File: config.mk
export PLATFORM = sky130hd
export DESIGN_NAME = ptw_walker
export DESIGN_NICKNAME = d
export VERILOG_FILES = /design/src/rtl/ptw_pkg.sv /design/src/rtl/ptw_ctrl.sv /design/src/rtl/ptw_dpath.sv /design/src/rtl/ptw_walker.sv
export SDC_FILE = /design/constraint.sdc
export NUM_CORES = 1
export LEC_CHECK = 0
export BUFFER_PORTS_ARGS = -buffer_cell sky130_fd_sc_hd__buf_2
export CORE_MARGIN = 2
export CORE_UTILIZATION = 30
export CTS_BUF_LIST = sky130_fd_sc_hd__clkbuf_4 sky130_fd_sc_hd__clkbuf_8 sky130_fd_sc_hd__clkbuf_16
export CTS_CLUSTER_SIZE = 24
export DETAILED_ROUTE_END_ITERATION = 8
export HOLD_SLACK_MARGIN = 0.03
export MAX_ROUTING_LAYER = met4
export PLACE_DENSITY = 0.63
export SYNTH_ARGS = -nofsm -noshare
export SYNTH_HDL_FRONTEND = slang
export SYNTH_SLANG_ARGS = --single-unit
File: constraint.sdc
create_clock -name clk -period 2.7 [get_ports clk]
set_clock_uncertainty 0.05 [all_clocks]
set_input_delay 0.27 -clock clk [delete_from_list [all_inputs] [get_ports clk]]
set_output_delay 0.27 -clock clk [all_outputs]
set_load 0.02 [all_outputs]
File: src/rtl/ptw_pkg.sv
package ptw_pkg;
  localparam int OFF_W = 12;
  localparam int IDX_W = 10;
  localparam int PPN_W = 22;
  localparam int PTE_W = 32;
  localparam int VA_W  = OFF_W + 2 * IDX_W;
  localparam int PA_W  = PPN_W + OFF_W;
  localparam int ENT_SHIFT = $clog2(PTE_W / 8);

  localparam int PTE_V = 0;
  localparam int PTE_R = 1;
  localparam int PTE_W_BIT = 2;
  localparam int PTE_X = 3;
  localparam int PTE_U = 4;
  localparam int PTE_A = 6;
  localparam int PTE_D = 7;

  localparam logic [1:0] ACC_LOAD  = 2'd0;
  localparam logic [1:0] ACC_STORE = 2'd1;
  localparam logic [1:0] ACC_FETCH = 2'd2;
  localparam logic [1:0] PRIV_U = 2'd0;
  localparam logic [1:0] PRIV_S = 2'd1;
  localparam logic [1:0] PRIV_M = 2'd3;

  typedef enum logic [1:0] {
    CLS_FAULT,
    CLS_NEXT,
    CLS_LEAF_KEEP,
    CLS_LEAF_WRITE
  } pteClass_e;

  typedef struct packed {
    logic capture;
    logic descend;
    logic takeLeaf;
    logic takeFault;
  } ctrlStrobe_t;
endpackage

File: src/rtl/ptw_ctrl.sv
module ptw_ctrl import ptw_pkg::*; (
  input  logic        clk,
  input  logic        rstN,
  input  logic        reqValid,
  input  logic        bypass,
  input  logic        memReady,
  input  pteClass_e   pteClass,
  output ctrlStrobe_t strobe,
  output logic        memReqValid,
  output logic        memReqWrite,
  output logic        busy,
  output logic        done
);
  typedef enum logic [1:0] {ST_IDLE, ST_READ, ST_WRITE, ST_FINISH} state_e;
  state_e state, stateNext;

  always_ff @(posedge clk) begin
    if (!rstN) state <= ST_IDLE;
    else       state <= stateNext;
  end

  always_comb begin
    strobe    = '0;
    stateNext = state;
    case (state)
      ST_IDLE: begin
        if (reqValid) begin
          strobe.capture = 1'b1;
          stateNext = bypass ? ST_FINISH : ST_READ;
        end
      end
      ST_READ: begin
        if (memReady) begin
          case (pteClass)
            CLS_NEXT:       strobe.descend = 1'b1;
            CLS_LEAF_KEEP: begin
              strobe.takeLeaf = 1'b1;
              stateNext = ST_FINISH;
            end
            CLS_LEAF_WRITE: begin
              strobe.takeLeaf = 1'b1;
              stateNext = ST_WRITE;
            end
            default: begin
              strobe.takeFault = 1'b1;
              stateNext = ST_FINISH;
            end
          endcase
        end
      end
      ST_WRITE:  if (memReady) stateNext = ST_FINISH;
      default:   stateNext = ST_IDLE;
    endcase
  end

  assign memReqValid = (state == ST_READ) || (state == ST_WRITE);
  assign memReqWrite = (state == ST_WRITE);
  assign busy        = (state != ST_IDLE);
  assign done        = (state == ST_FINISH);
endmodule

File: src/rtl/ptw_dpath.sv
module ptw_dpath import ptw_pkg::*; (
  input  logic             clk,
  input  logic             rstN,
  input  ctrlStrobe_t      strobe,
  input  logic [VA_W-1:0]  reqVaddr,
  input  logic [1:0]       reqAccess,
  input  logic [1:0]       reqPriv,
  input  logic             reqSum,
  input  logic             reqMxr,
  input  logic [PPN_W-1:0] rootPpn,
  input  logic             pagedMode,
  input  logic [PTE_W-1:0] memRdata,
  output logic             bypass,
  output pteClass_e        pteClass,
  output logic [PA_W-1:0]  memAddr,
  output logic [PTE_W-1:0] memWdata,
  output logic [PA_W-1:0]  physAddr,
  output logic             permR,
  output logic             permW,
  output logic             permX,
  output logic             fault
);
  logic [VA_W-1:0]  vaddr;
  logic [1:0]       access, priv;
  logic             sum, mxr;
  logic             topLevel;
  logic [PPN_W-1:0] basePpn;
  logic [PTE_W-1:0] newPte;

  logic [IDX_W-1:0] idx;
  logic [PPN_W-1:0] ptePpn;
  logic pteV, pteR, pteW, pteX, pteU, pteD;
  logic isLoad, isStore, isFetch;
  logic [PTE_W-1:0] updatedPte;
  logic [PA_W-1:0]  leafAddr;

  assign bypass = !pagedMode || (reqPriv == PRIV_M);

  assign idx     = topLevel ? vaddr[VA_W-1 -: IDX_W] : vaddr[OFF_W +: IDX_W];
  assign memAddr = {basePpn, idx, ENT_SHIFT'(0)};
  assign memWdata = newPte;

  assign ptePpn = memRdata[PTE_W-1 -: PPN_W];
  assign pteV = memRdata[PTE_V];
  assign pteR = memRdata[PTE_R];
  assign pteW = memRdata[PTE_W_BIT];
  assign pteX = memRdata[PTE_X];
  assign pteU = memRdata[PTE_U];
  assign pteD = memRdata[PTE_D];

  assign isLoad  = (access == ACC_LOAD);
  assign isStore = (access == ACC_STORE);
  assign isFetch = (access == ACC_FETCH);

  assign updatedPte = memRdata | (PTE_W'(1) << PTE_A) | (isStore ? (PTE_W'(1) << PTE_D) : '0);
  assign leafAddr = topLevel ? {ptePpn[PPN_W-1:IDX_W], vaddr[OFF_W+IDX_W-1:0]}
                             : {ptePpn, vaddr[OFF_W-1:0]};

  always_comb begin
    pteClass = CLS_FAULT;
    if (!pteV) begin
      pteClass = CLS_FAULT;
    end else if (!pteR && !pteW && !pteX) begin
      pteClass = topLevel ? CLS_NEXT : CLS_FAULT;
    end else if (pteW && !pteR) begin
      pteClass = CLS_FAULT;
    end else if (pteU && (priv != PRIV_U) && (!sum || isFetch)) begin
      pteClass = CLS_FAULT;
    end else if (!pteU && (priv != PRIV_S)) begin
      pteClass = CLS_FAULT;
    end else if (topLevel && (ptePpn[IDX_W-1:0] != '0)) begin
      pteClass = CLS_FAULT;
    end else if ((isLoad && !(pteR || (pteX && mxr))) ||
                 (isStore && !pteW) || (isFetch && !pteX)) begin
      pteClass = CLS_FAULT;
    end else begin
      pteClass = (updatedPte != memRdata) ? CLS_LEAF_WRITE : CLS_LEAF_KEEP;
    end
  end

  always_ff @(posedge clk) begin
    if (!rstN) begin
      vaddr <= '0; access <= '0; priv <= '0; sum <= 1'b0; mxr <= 1'b0;
      topLevel <= 1'b1; basePpn <= '0; newPte <= '0;
      physAddr <= '0; permR <= 1'b0; permW <= 1'b0; permX <= 1'b0; fault <= 1'b0;
    end else begin
      if (strobe.capture) begin
        vaddr <= reqVaddr; access <= reqAccess; priv <= reqPriv;
        sum <= reqSum; mxr <= reqMxr;
        topLevel <= 1'b1;
        basePpn <= rootPpn;
        fault <= 1'b0;
        physAddr <= bypass ? PA_W'(reqVaddr) : '0;
        permR <= bypass; permW <= bypass; permX <= bypass;
      end
      if (strobe.descend) begin
        basePpn  <= ptePpn;
        topLevel <= 1'b0;
      end
      if (strobe.takeLeaf) begin
        newPte   <= updatedPte;
        physAddr <= leafAddr;
        permR    <= pteR || (pteX && mxr);
        permW    <= pteW && (isStore || pteD);
        permX    <= pteX;
      end
      if (strobe.takeFault) begin
        fault <= 1'b1;
        physAddr <= '0;
        permR <= 1'b0; permW <= 1'b0; permX <= 1'b0;
      end
    end
  end
endmodule

File: src/rtl/ptw_walker.sv
module ptw_walker import ptw_pkg::*; (
  input  logic             clk,
  input  logic             rstN,
  input  logic             reqValid,
  input  logic [VA_W-1:0]  reqVaddr,
  input  logic [1:0]       reqAccess,
  input  logic [1:0]       reqPriv,
  input  logic             reqSum,
  input  logic             reqMxr,
  input  logic [PPN_W-1:0] rootPpn,
  input  logic             pagedMode,
  output logic             memReqValid,
  output logic             memReqWrite,
  output logic [PA_W-1:0]  memAddr,
  output logic [PTE_W-1:0] memWdata,
  input  logic             memReady,
  input  logic [PTE_W-1:0] memRdata,
  output logic             busy,
  output logic             done,
  output logic             fault,
  output logic [PA_W-1:0]  physAddr,
  output logic             permR,
  output logic             permW,
  output logic             permX
);
  ctrlStrobe_t strobe;
  pteClass_e   pteClass;
  logic        bypass;

  ptw_ctrl u_ctrl (
    .clk(clk), .rstN(rstN), .reqValid(reqValid), .bypass(bypass),
    .memReady(memReady), .pteClass(pteClass), .strobe(strobe),
    .memReqValid(memReqValid), .memReqWrite(memReqWrite),
    .busy(busy), .done(done)
  );

  ptw_dpath u_dpath (
    .clk(clk), .rstN(rstN), .strobe(strobe),
    .reqVaddr(reqVaddr), .reqAccess(reqAccess), .reqPriv(reqPriv),
    .reqSum(reqSum), .reqMxr(reqMxr), .rootPpn(rootPpn), .pagedMode(pagedMode),
    .memRdata(memRdata), .bypass(bypass), .pteClass(pteClass),
    .memAddr(memAddr), .memWdata(memWdata), .physAddr(physAddr),
    .permR(permR), .permW(permW), .permX(permX), .fault(fault)
  );
endmodule

# Word level (Yosys, flattened, before mapping)
# Cells that the tools add are included.
[totals] register_bits=133 word_cells=107
[op_classes] eq_ne=15 mux=38 bitwise_logic=2 reduce_logical=38
[op_table] cell="2-to-1 mux 34 bit" count=2
[op_table] cell="2-to-1 mux 22 bit" count=3
[op_table] cell="2-to-1 mux 32 bit" count=1
[op_table] cell="!= test 32 bit" count=1
[op_table] cell="bitwise OR 32 x 8 -> 32 bit" count=1
[op_table] cell="2-to-1 mux 2 bit" count=11
[op_table] cell="2-to-1 mux 1 bit" count=15
[op_table] cell="== test 2 bit, second input constant" count=6
[op_table] cell="logical AND 1 bit" count=12
[op_table] cell="2-to-1 mux 10 bit" count=1
[op_table] cell="nonzero test 10 bit" count=1
[op_table] cell="nonzero test 2 bit" count=5
[op_table] cell="2-to-1 mux 8 bit" count=1
[op_table] cell="zero test 1 bit" count=7
[op_table] cell="logical OR 1 bit" count=7
[op_table] cell="== test 2 x 1 -> 1 bit, second input constant" count=3
[op_table] cell="2-to-1 mux 3 bit" count=2
[op_table] cell="!= test 2 bit, second input constant" count=3
[op_table] cell="one-hot mux 2 bit (3 select lines)" count=1
[op_table] cell="zero test 2 bit" count=2
[op_table] cell="!= test 2 x 1 -> 1 bit, second input constant" count=2
[op_table] cell="one-hot mux 2 bit (2 select lines)" count=1
[op_table] cell="AND reduction 4 bit" count=1
[op_table] cell="OR reduction 2 bit" count=2
[op_table] cell="2 further kinds" count=2

# Longest topological paths before layout
# Gate-level depths: netlist (run 1).
[logic_depth] word_depth=19 ltp_mapped=10 depth_no_buf=7

# Cells and area by module
# A second synthesis (run 1) with hierarchy kept.
[hier_totals] cells_unflattened=676 hier_area_um2=6068.3
[by_module_without_submodules] mod="ptw_dpath" n_inst=1 cells_each=647 area_each_um2=5806.8 seq_area_each_um2=2622.5
[by_module_without_submodules] mod="ptw_ctrl" n_inst=1 cells_each=29 area_each_um2=261.5 seq_area_each_um2=40.0

# Worst setup path before layout (run 1)
# No wires, ideal clock.
[synth_timing] kind="flip-flop to flip-flop" start="reg u_ctrl.state[1]" end="reg u_dpath.newPte[20] (netlist: u_dpath.memWdata[20])" setup_ns=0.070 arrival_ns=2.117 path_slack_ns=0.462 stages_incl_launch_ff=11 period_less_slack_ns=2.238 path_cell_list="dfxtp_1 > inv_1 > ha_1 > and3_1 > clkbuf_1 > and2_1 > clkbuf_1 > clkbuf_1 > clkbuf_1 > nand3_1 > a21oi_1"
[synth_between] elab_chain_len=2
[synth_rtl] item="from (decl)" line="ptw_ctrl.sv:15" source="state_e state, stateNext;"
[synth_rtl] item="from (signal assigned)" line="ptw_ctrl.sv:19" source="else state <= stateNext;"
[synth_rtl] item="== test 2 x 1 -> 1 bit" line="ptw_ctrl.sv:25" source="case (state)"
[synth_rtl] item="2-to-1 mux 3 bit" line="ptw_ctrl.sv:25"
[synth_rtl] item="to (signal assigned)" line="ptw_dpath.sv:101" source="newPte <= updatedPte;"
[synth_rtl] item="to (decl)" line="ptw_dpath.sv:28" source="logic [PTE_W-1:0] newPte;"
# No other way between the ends.
# A chain may end at the register's enable or synchronous reset.

# Final worst setup path (run 1)
[layout_timing] start="in memRdata[16]" end="reg u_dpath.physAddr[17]"
[layout_between] elab_chain_len=16 word_cells_on_any_way=24
[layout_rtl] item="from (decl)" line="ptw_walker.sv:17" source="input logic [PTE_W-1:0] memRdata,"
[layout_rtl] item="bitwise OR 32 x 8 -> 32 bit" line="ptw_dpath.sv:55" source="assign updatedPte = memRdata | (PTE_W'(1) << PTE_A) | (isStore ? (PTE_W'(1) << PTE_D) : '0);"
[layout_rtl] item="!= test 32 bit" line="ptw_dpath.sv:77" source="pteClass = (updatedPte != memRdata) ? CLS_LEAF_WRITE : CLS_LEAF_KEEP;"
[layout_rtl] item="2-to-1 mux 1 bit" line="ptw_dpath.sv:77"
[layout_rtl] item="2-to-1 mux 2 bit" line="ptw_dpath.sv:73" source="end else if ((isLoad && !(pteR || (pteX && mxr))) ||"
[layout_rtl] item="2-to-1 mux 2 bit *" line="ptw_dpath.sv:71" source="end else if (topLevel && (ptePpn[IDX_W-1:0] != '0)) begin"
[layout_rtl] item="2-to-1 mux 2 bit *" line="ptw_dpath.sv:69" source="end else if (!pteU && (priv != PRIV_S)) begin"
[layout_rtl] item="2-to-1 mux 2 bit *" line="ptw_dpath.sv:67" source="end else if (pteU && (priv != PRIV_U) && (!sum || isFetch)) begin"
[layout_rtl] item="2-to-1 mux 2 bit *" line="ptw_dpath.sv:65" source="end else if (pteW && !pteR) begin"
[layout_rtl] item="2-to-1 mux 2 bit *" line="ptw_dpath.sv:63" source="end else if (!pteR && !pteW && !pteX) begin"
[layout_rtl] item="2-to-1 mux 2 bit *" line="ptw_dpath.sv:61" source="if (!pteV) begin"
[layout_rtl] item="== test 2 x 1 -> 1 bit or == test 2 bit (tied branches)" line="ptw_ctrl.sv:34" source="case (pteClass)"
[layout_rtl] item="OR reduction 3 bit (no source line) or OR reduction 2 bit (tied branches)"
[layout_rtl] item="2-to-1 mux 1 bit" line="ptw_ctrl.sv:34"
[layout_rtl] item="2-to-1 mux 3 bit *" line="ptw_ctrl.sv:33" source="if (memReady) begin"
[layout_rtl] item="2-to-1 mux 3 bit *" line="ptw_ctrl.sv:25"
[layout_rtl] item="OR reduction 2 bit (no source line), or another cell as far along"
[layout_rtl] item="to (signal assigned)" line="ptw_dpath.sv:93" source="physAddr <= bypass ? PA_W'(reqVaddr) : '0;"
[layout_rtl] item="to (signal assigned)" line="ptw_dpath.sv:102" source="physAddr <= leafAddr;"
[layout_rtl] item="to (decl)" line="ptw_dpath.sv:17" source="output logic [PA_W-1:0] physAddr,"
# Every way passes the cells marked *; elsewhere a longest branch is shown, timed or not.

==> results.py, run 1 <==
metrics = {
    "cells_and_area": {
        "finalNetCount": 1009,
        "area_growth_pct": 34.38,
        "fillers": 1966,
        "multiInputGateArea_mm2": 0.002967,
        "fin_cells": 1186,
        "layout-drive-gt1-share_pct": 33.77,
        "diodes": 0,
        "seqCellArea_mm2": 0.002663,
    },
    "drt": {
        "antenna_left": 0,
        "post_drt_wl_per_cell_um": 17.90,
        "dr.pass1.iters": 4,
        "vias": 6030,
        "drtIter0Drc": 358,
        "finalWirelength_um": 21230,
        "via_per_inst": 5.084,
        "drc": 0,
    },
    "place": {
        "gp_congestion": 0.7821,
        "place_inst": 1153,
        "port_buffers": 202,
        "dp_hpwl_um": 14770,
    },
    "timing": {
        "tightestPinTransition_ns": 0.9415,
        "max_freq_mhz": 461.5,
        "hold_violations": 0,
        "rsz0062_at_grt": "false",
        "slew_headroom_pct": 37.23,
        "hold_ws_ns": 0.05919,
        "drv_slew": 0,
        "period_share_pct": 80.26,
        "post-route-min-period_ns": 2.167,
        "setup_viol": 0,
        "setup_tns_ns": 0,
    },
    "min_path": {
        "holdPathStages": 3,
        "hp-class": "primary input to flop",
    },
    "die": {
        "start_util_pct": 30.54,
        "io_pins": 205,
        "die-area_mm2": 0.02095,
        "die_h_um": 144.8,
        "die_w_um": 144.8,
        "core_area_mm2": 0.01946,
        "fp-row-count": 51,
    },
    "synth": {
        "synthMuxAreaShare_pct": 3.747,
        "synth_top_family_by_area": "compound AO/OA/AOI/OAI gates",
        "ys.flop_type": "dfxtp_1",
        "ys_seq_elements": 133,
        "yosysUniqueCellTypes": 43,
        "avgSynthCellArea_um2": 8.232,
        "synth_xor_area_share_pct": 0,
        "yosys.area_share.adder_pct": 0.8421,
        "async_flop_share_pct": 0,
        "synth_area_mm2": 0.005943,
        "ys_seq_area_share_pct": 44.80,
        "ys_warn_count": 0,
        "synth_edf_count": 0,
        "netlist_instances": 722,
        "synthSimpleGateAreaFrac_pct": 18.15,
        "synth_compound_area_share_pct": 26.63,
    },
    "cts": {
        "cts_made_buffers": 17,
        "cts-root-buf": "clkbuf_16",
        "cts_resized": 0,
        "cts_buffer_depth": 2,
        "clkSinkCount": 133,
        "clock_latency_ns": 0.41,
        "htreeDepth": 4,
        "clk_pin_slew_worst_paths_ns": 0.06,
        "cts_tree": "done",
    },
    "global_routing": {
        "grt_overflow": 0,
        "grt_pass1_vias": 5733,
        "grt_pass1_wl_um": 32170,
        "antenna_found_initial": 0,
        "grt_max_degree": 56,
        "grt.total_usage_pct": 20.81,
    },
    "setup_path": {
        "startpoint_type": "primary input",
        "cp.required_ns": 2.94,
        "end_kind": "flop",
        "reg2reg_depth": 7,
        "cp_max_fo": 35,
        "crit_arrival_ns": 2.41,
        "path_class": "primary input to flop",
    },
    "power": {
        "peakVddDrop_mv": 0.4445,
        "power.density_mw_per_mm2": 818.8,
        "p_total_w": 0.006539,
        "p_leak_nw": 3.349,
    },
    "job": {
        "drv_cap": 0,
    },
    "status": {
        "status": "completed",
    },
}
[metal layers]
metal | vias to the layer above | share of wire, % | track usage, %
met1 | 2853 | 45 | 26.42
met3 | 18 | 5.6 | 4.738
met2 | 204 | 48 | 33.52
li1 | 2955 | - | -
met4 | 0 | 1.5 | 5.519
met5 | - | 0 | -
[per-stage QoR]
step / util, % / worst slack [ns] / instance area (um^2)
final: 41.04 / 0.5331 / 7986
after global routing: 41.04 / 0.2812 / 7986
after CTS: 41.04 / 0.5205 / 7986
after detailed placement: 37.85 / 0.1132 / 7367
after global placement: 37.85 / 0.1632 / 7367
after floorplan: - / 0.4622 / 5947
[state kept, by name, indices dropped and copies added (netlist names)]
| signal | count |
|---|---|
| u_dpath.physAddr | 34 |
| u_dpath.memWdata | 32 |
| u_dpath.vaddr | 32 |
| u_dpath.basePpn | 22 |
| u_ctrl.state | 2 |
| u_dpath.access | 2 |
| u_dpath.priv | 2 |
| u_dpath.fault | 1 |
| u_dpath.mxr | 1 |
| u_dpath.permR | 1 |
| u_dpath.permW | 1 |
| u_dpath.permX | 1 |
| u_dpath.sum | 1 |
| u_dpath.topLevel | 1 |
[worst paths after layout]
path                     start                   end  slack [ns]
min                memRdata[8]   u_dpath.memWdata[8]        0.06
min reg2reg  u_dpath.vaddr[29]     u_dpath.vaddr[29]        0.40
max               memRdata[16]  u_dpath.physAddr[17]        0.53
max reg2reg    u_ctrl.state[1]  u_dpath.physAddr[17]        0.56
[cell families after synthesis]
logic type,after synthesis
buffers and inverters,79
AO/OA/AOI/OAI,228
multiplexers,21
flip-flops,133
adder cells (fa/ha/maj),4
other,1
AND/OR/NAND/NOR,256
[worst max-delay path: stages]
cell and delay [ns]:
buf_2 0.12, or4_1 0.54, o41ai_2 0.40, and4_2 0.39, buf_12 0.22, a21oi_1 0.09
a2111oi_1 0.37
[synth_stat cells, types with 7 or more instances]
library cell	n	area share, %
mux2i_1	11	1.9
mux2_2	10	1.9
a311oi_1	22	3.2
a21oi_1	103	8.7
a211oi_1	7	0.88
o21ai_0	45	3.8
clkbuf_1	55	3.5
nor3_1	23	1.9
a2111oi_1	12	2.0
nand2_1	138	8.7
dfxtp_1	133	45
nand3_1	31	2.6
buf_2	7	0.59
nor2_1	47	3.0
a2111oi_2	20	5.1
[report_power, final]
group / internal (W) / leakage [nW] / total, W / switching, W
Sequential: 0.00222 / 1.08 / 0.00238 / 0.000161
Combinational: 0.000635 / 1.98 / 0.00176 / 0.00113
Clock: 0.00150 / 0.287 / 0.00240 / 0.000902
Total: 0.00435 / 3.35 / 0.00654 / 0.00219
[final cells by class]
| cell class | count | share of cell area, % |
|---|---|---|
| multi-input combinational | 511 | 37.15 |
| sequential | 133 | 33.34 |
| timing repair buffer | 239 | 17.42 |
| clock buffer | 19 | 5.671 |
| tap | 265 | 4.152 |
| clock inverter | 13 | 1.958 |
| inverter | 6 | 0.3133 |
[repair_timing]
action,in CTS,in global routing
setup buffers,0,0
hold buffers,1,0
hold endpoints to repair,1,0
[cells in the final DEF, fill, tap and decap left out, types with 3 or more instances in the layout]
cell type,count
a311oi_1,22
buf_12,8
nand2_1,136
nor2_1,47
a21oi_1,103
a2111oi_2,20
buf_4,28
clkinv_2,4
o21a_1,6
o211ai_1,3
ha_1,4
mux2_2,10
clkbuf_16,17
bufinv_16,3
inv_1,5
a2111oi_1,12
dfxtp_1,133
nor3_1,23
clkinvlp_4,5
nand3_1,31
nand2b_1,3
buf_2,202
mux2i_1,11
a211oi_1,7
o21ai_0,45
Power figures use the tool's default switching activity.
==> run 2: changes to the inputs <==
clock period = 2 ns   (was 2.7 ns; I/O delays follow)
==> run 2 against run 1 <==
  * Largest cell class unchanged
  * Worst hold slack got worse by 0.0095 ns
  * Wire length increased by 7.2%
  * Die area unchanged
  * Critical path depth increased by 1
  * Non-clock buffer count increased by 84
  * Clock power increased by 40%
  * Critical endpoint is now u_dpath.physAddr[0]
  * Global-route usage increased by 0.89 points
  * Power increased by 43%
  * Sequential power increased by 35%
  * Flip-flop and latch count unchanged
  * Via count increased by 7.0%
  * Core utilization increased by 5.8 points
  * Critical path type unchanged
==> results.py, run 2 (synthesized netlist as in run 1, its figures left out) <==
metrics = {
    "min_path": {
        "holdPathStages": 3,
        "hp-class": "primary input to flop",
    },
    "cells_and_area": {
        "mostFrequentLayoutCells": "201 x buf_2, 135 x nand2_1, 133 x dfxtp_1",
        "finalNetCount": 1093,
        "area_growth_pct": 53.28,
        "top_register": "u_dpath.physAddr",
        "fin_area_mm2": 0.009110,
        "fin_util_pct": 46.81,
        "layout_commonest_cell": "buf_2",
        "fin_cells": 1273,
        "layout-drive-gt1-share_pct": 34.33,
        "largest_reg_flops": 34,
    },
    "global_routing": {
        "grt_max_degree": 51,
        "grt_overflow": 0,
        "antenna_found_initial": 2,
        "grt_pass1_wl_um": 33780,
        "grt_pass1_vias": 6087,
        "grt.total_usage_pct": 21.70,
    },
    "setup_path": {
        "startpoint_type": "primary input",
        "path_cells": "buf_6, or4_4, o41ai_4, buf_4, and4_4, a31oi_4, buf_12, a2111oi_1",
        "end_kind": "flop",
        "slowest_stage": "or4_4",
        "path_class": "primary input to flop",
        "slowest_delay_ns": 0.54,
        "cp_max_fo": 27,
        "cp.required_ns": 2.26,
        "crit_arrival_ns": 2.25,
        "reg2reg_depth": 8,
    },
    "die": {
        "core_area_mm2": 0.01946,
        "io_pins": 205,
        "die-area_mm2": 0.02095,
        "die_w_um": 144.8,
        "start_util_pct": 30.54,
        "die_h_um": 144.8,
        "fp-row-count": 51,
    },
    "power": {
        "p_int_w": 0.006223,
        "clkPwrFrac_pct": 36.2,
        "p_leak_nw": 3.810,
        "p_total_w": 0.009320,
        "switching_share_pct": 33.23,
        "power.density_mw_per_mm2": 1023,
        "power_switching_w": 0.003097,
        "p_seq_share_pct": 34.5,
        "p_comb_share_pct": 29.3,
        "peakVddDrop_mv": 0.6660,
    },
    "place": {
        "gp_congestion": 0.8248,
        "port_buffers": 202,
        "place_inst": 1169,
        "dp_hpwl_um": 15560,
        "place_area_mm2": 0.007609,
    },
    "timing": {
        "slew_headroom_pct": 56.78,
        "period_share_pct": 99.41,
        "hold_violations": 0,
        "setup_viol": 0,
        "rsz0062_at_grt": "true",
        "post-route-min-period_ns": 1.988,
        "max_freq_mhz": 503.0,
        "drv_slew": 0,
        "tightestPinTransition_ns": 0.6484,
    },
    "drt": {
        "post_drt_wl_per_cell_um": 17.88,
        "vias": 6455,
        "finalWirelength_um": 22760,
        "via_per_inst": 5.071,
        "antenna_left": 0,
        "drc": 0,
        "drtIter0Drc": 370,
        "dr.pass1.iters": 5,
    },
    "job": {
        "drv_cap": 0,
    },
    "cts": {
        "cts_buffer_depth": 2,
        "clock_latency_ns": 0.42,
        "clkSinkCount": 133,
        "cts-root-buf": "clkbuf_16",
        "cts_made_buffers": 17,
        "clk_pin_slew_worst_paths_ns": 0.06,
        "cts_tree": "done",
        "htreeDepth": 4,
    },
    "status": {
        "status": "completed",
    },
}
==> run 2: through the flow <==
stage / worst slack, ns / TNS (ns) / hold slack [ns]
2_1_floorplan: -0.1360 / -2.737 / 0.2119
3_3_place_gp: -0.5292 / -30.17 / 0.3913
3_5_place_dp: -0.5140 / -27.91 / 0.3950
4_1_cts: 0.002586 / 0 / 0.03773
5_1_grt: -0.07864 / -0.7950 / 0.04416
6_report: 0.01180 / 0 / 0.04965
==> run 2: cell type report <==
| type | instances | area [um^2] |
|---|---|---|
| inverter | 6 | 25.02 |
| multi-input combinational | 511 | 3139 |
| timing repair buffer | 323 | 2312 |
| tap | 265 | 331.6 |
| sequential | 133 | 2663 |
| antenna | 3 | 7.507 |
| clock inverter | 13 | 178.9 |
| clock buffer | 19 | 452.9 |
| fill | 1926 | 10350 |
==> run 2: power by group through the flow <==
stage | logic [W] | registers (W) | clock network (W)
after CTS | 0.00264 | 0.00321 | 0.00343
after floorplan | 0.00132 | 0.00345 | 0
after global routing | 0.00296 | 0.00325 | 0.00355
final | 0.00273 | 0.00321 | 0.00337
after global placement | 0.00251 | 0.00326 | 0
after detailed placement | 0.00253 | 0.00326 | 0
==> run 2: path summary, 6_finish.rpt <==
| path | slack, ns | startpoint | endpoint |
|---|---|---|---|
| min | 0.05 | memRdata[30] | u_dpath.basePpn[20] |
| max | 0.01 | memRdata[16] | u_dpath.physAddr[0] |
| min reg2reg | 0.40 | u_dpath.vaddr[27] | u_dpath.vaddr[27] |
| max reg2reg | 0.08 | u_ctrl.state[1] | u_dpath.permR |
==> run 2: what timing repair did <==
| action | in CTS | in global routing |
|---|---|---|
| gates cloned | 0 | 1 |
| gates resized for setup | 3 | 22 |
| hold buffers | 68 | 0 |
| buffers inserted | 0 | 0 |
| endpoints found under the hold margin | 68 | 0 |
| endpoints found under the setup margin | 37 | 60 |
==> run 2: worst max-delay path, delay by kind of cell <==
family,cells,cell delay (ns)
simple gates,2,0.81
compound gates,3,0.76
buf+inv,3,0.46
==> run 2: per-layer routing <==
layer,track usage [%],vias to the layer above,share of wire [%]
li1,-,3121,-
met1,26.92,3070,44
met2,34.78,226,48
met3,4.673,38,5.5
met4,8.074,0,2.4
met5,-,-,0
==> run 3: changes to the inputs <==
--- a/constraint.sdc
+++ b/constraint.sdc
@@ -4,2 +4,2 @@
 set_output_delay 0.2 -clock clk [all_outputs]
-set_load 0.02 [all_outputs]
+set_load 0.01 [all_outputs]
==> run 3 against run 2 <==
  * Core utilization decreased by 0.090 points
  * Critical path depth increased by 1
  * Via count increased by 0.29%
  * First-iteration DRC count increased by 5.9%
==> results.py, run 3 (synthesized netlist as in run 1, its figures left out) <==
metrics = {
    "setup_path": {
        "reg2reg_depth": 7,
        "end_kind": "flop",
        "r2r_start": "u_dpath.access[1]",
        "r2r-end": "u_dpath.physAddr[32]",
        "r2r_slack_ns": 0.02,
        "cp_max_fo": 8,
        "startpoint_type": "primary input",
        "path_class": "primary input to flop",
        "crit_arrival_ns": 2.28,
        "cp.required_ns": 2.29,
    },
    "die": {
        "fp-row-count": 51,
        "core_area_mm2": 0.01946,
        "die-area_mm2": 0.02095,
        "die_w_um": 144.8,
        "start_util_pct": 30.54,
        "die_h_um": 144.8,
        "io_pins": 205,
    },
    "min_path": {
        "hp-class": "primary input to flop",
        "hold_end": "u_dpath.basePpn[21]",
        "holdPathStages": 3,
        "worstHoldStart": "memRdata[31]",
    },
    "cts": {
        "cts-root-buf": "clkbuf_16",
        "clk_pin_slew_worst_paths_ns": 0.06,
        "htreeDepth": 4,
        "cts_buffer_depth": 2,
        "cts_made_buffers": 17,
        "clkSinkCount": 133,
        "clock_latency_ns": 0.41,
        "cts_tree": "done",
    },
    "timing": {
        "slew_headroom_pct": 65.67,
        "tightestPinTransition_ns": 0.5149,
        "rsz0062_at_grt": "true",
        "max_freq_mhz": 502.2,
        "post-route-min-period_ns": 1.991,
        "period_share_pct": 99.57,
        "drv_slew": 0,
        "setup_viol": 0,
        "hold_violations": 0,
    },
    "place": {
        "port_buffers": 202,
        "dp_hpwl_um": 15350,
        "gp_congestion": 0.8261,
        "place_area_mm2": 0.007646,
    },
    "cells_and_area": {
        "top_register": "u_dpath.physAddr",
        "largest_reg_flops": 34,
        "finalNetCount": 1102,
        "fillers": 1893,
        "area_growth_pct": 52.99,
        "fin_area_mm2": 0.009092,
        "layout-drive-gt1-share_pct": 35.40,
        "layout_commonest_cell": "buf_2",
        "mostFrequentLayoutCells": "202 x buf_2, 136 x nand2_1, 132 x dfxtp_1",
    },
    "drt": {
        "post_drt_wl_per_cell_um": 17.42,
        "drtIter0Drc": 392,
        "vias": 6474,
        "antenna_left": 0,
        "drc": 0,
        "via_per_inst": 5.058,
        "finalWirelength_um": 22300,
        "dr.pass1.iters": 5,
    },
    "global_routing": {
        "grt_overflow": 0,
        "grt_pass1_wl_um": 33070,
        "antenna_found_initial": 0,
        "grt_max_degree": 46,
        "grt_pass1_vias": 6089,
        "grt.total_usage_pct": 21.20,
    },
    "status": {
        "status": "completed",
    },
    "power": {
        "p_total_w": 0.008841,
        "peakVddDrop_mv": 0.5846,
        "p_leak_nw": 3.817,
        "power.density_mw_per_mm2": 972.3,
    },
    "job": {
        "drv_cap": 0,
    },
}
[run 3: power breakdown]
group | switching, W | internal (W)
registers | 0.000207 | 0.00300
clock network | 0.00122 | 0.00188
logic | 0.00145 | 0.00108
total | 0.00288 | 0.00596
[run 3: metal layers]
metal	routed length, um	track usage, %	part of all wire [%]
met1	9493	26.01	43
met2	10850	34.38	49
met3	1240	3.982	5.6
met4	713	8.687	3.2
met5	0	-	0
[run 3: timing repair]
action	CTS	global route
setup buffers	0	2
endpoints found under the hold margin	66	0
hold buffers	66	0
gates resized for setup	5	26
pin swaps	0	1
cloned	0	0
endpoints found under the setup margin	18	41
[run 3: final cells by class]
class / instances / area [um^2] / area share (%)
multi-input combinational: 511 / 3148 / 34.62
sequential: 133 / 2664 / 29.30
timing repair buffer: 332 / 2333 / 25.66
clock buffer: 22 / 494.2 / 5.436
tap: 265 / 331.6 / 3.647
clock inverter: 10 / 93.84 / 1.032
inverter: 6 / 25.02 / 0.2752
antenna: 1 / 2.502 / 0.02752
[run 3: critical path, cell delays in order]
cell and delay (ns):
buf_2 0.11, or4_4 0.54, o41ai_4 0.32, buf_4 0.17, nand4_1 0.12, buf_6 0.18
buf_12 0.13, or3_1 0.35, a211oi_2 0.17
[run 3: how the worst max path moves through the flow]
stage / cells after the start / from / to
after floorplan: 8 / memRdata[16] / u_dpath.physAddr[18]
after global placement: 8 / memRdata[16] / u_dpath.physAddr[8]
after detailed placement: 8 / memRdata[16] / u_dpath.physAddr[14]
after CTS: 7 / u_dpath.access[1] / u_dpath.physAddr[2]
after global routing: 7 / u_dpath.mxr / u_dpath.physAddr[32]
final: 9 / memRdata[16] / u_dpath.permR
[run 3: metrics by stage]
stage	setup WS, ns	setup TNS, ns	cells	utilization [%]	hold WS [ns]
2_1_floorplan	-0.1361	-2.737	723	-	0.2119
3_3_place_gp	-0.4916	-28.05	1179	39.29	0.3933
3_5_place_dp	-0.5197	-25.65	1179	39.29	0.3974
4_1_cts	0.005336	0	1277	45.84	0.03075
5_1_grt	-0.05127	-0.4941	1279	46.71	0.05415
6_report	0.008563	0	1280	46.72	0.05110
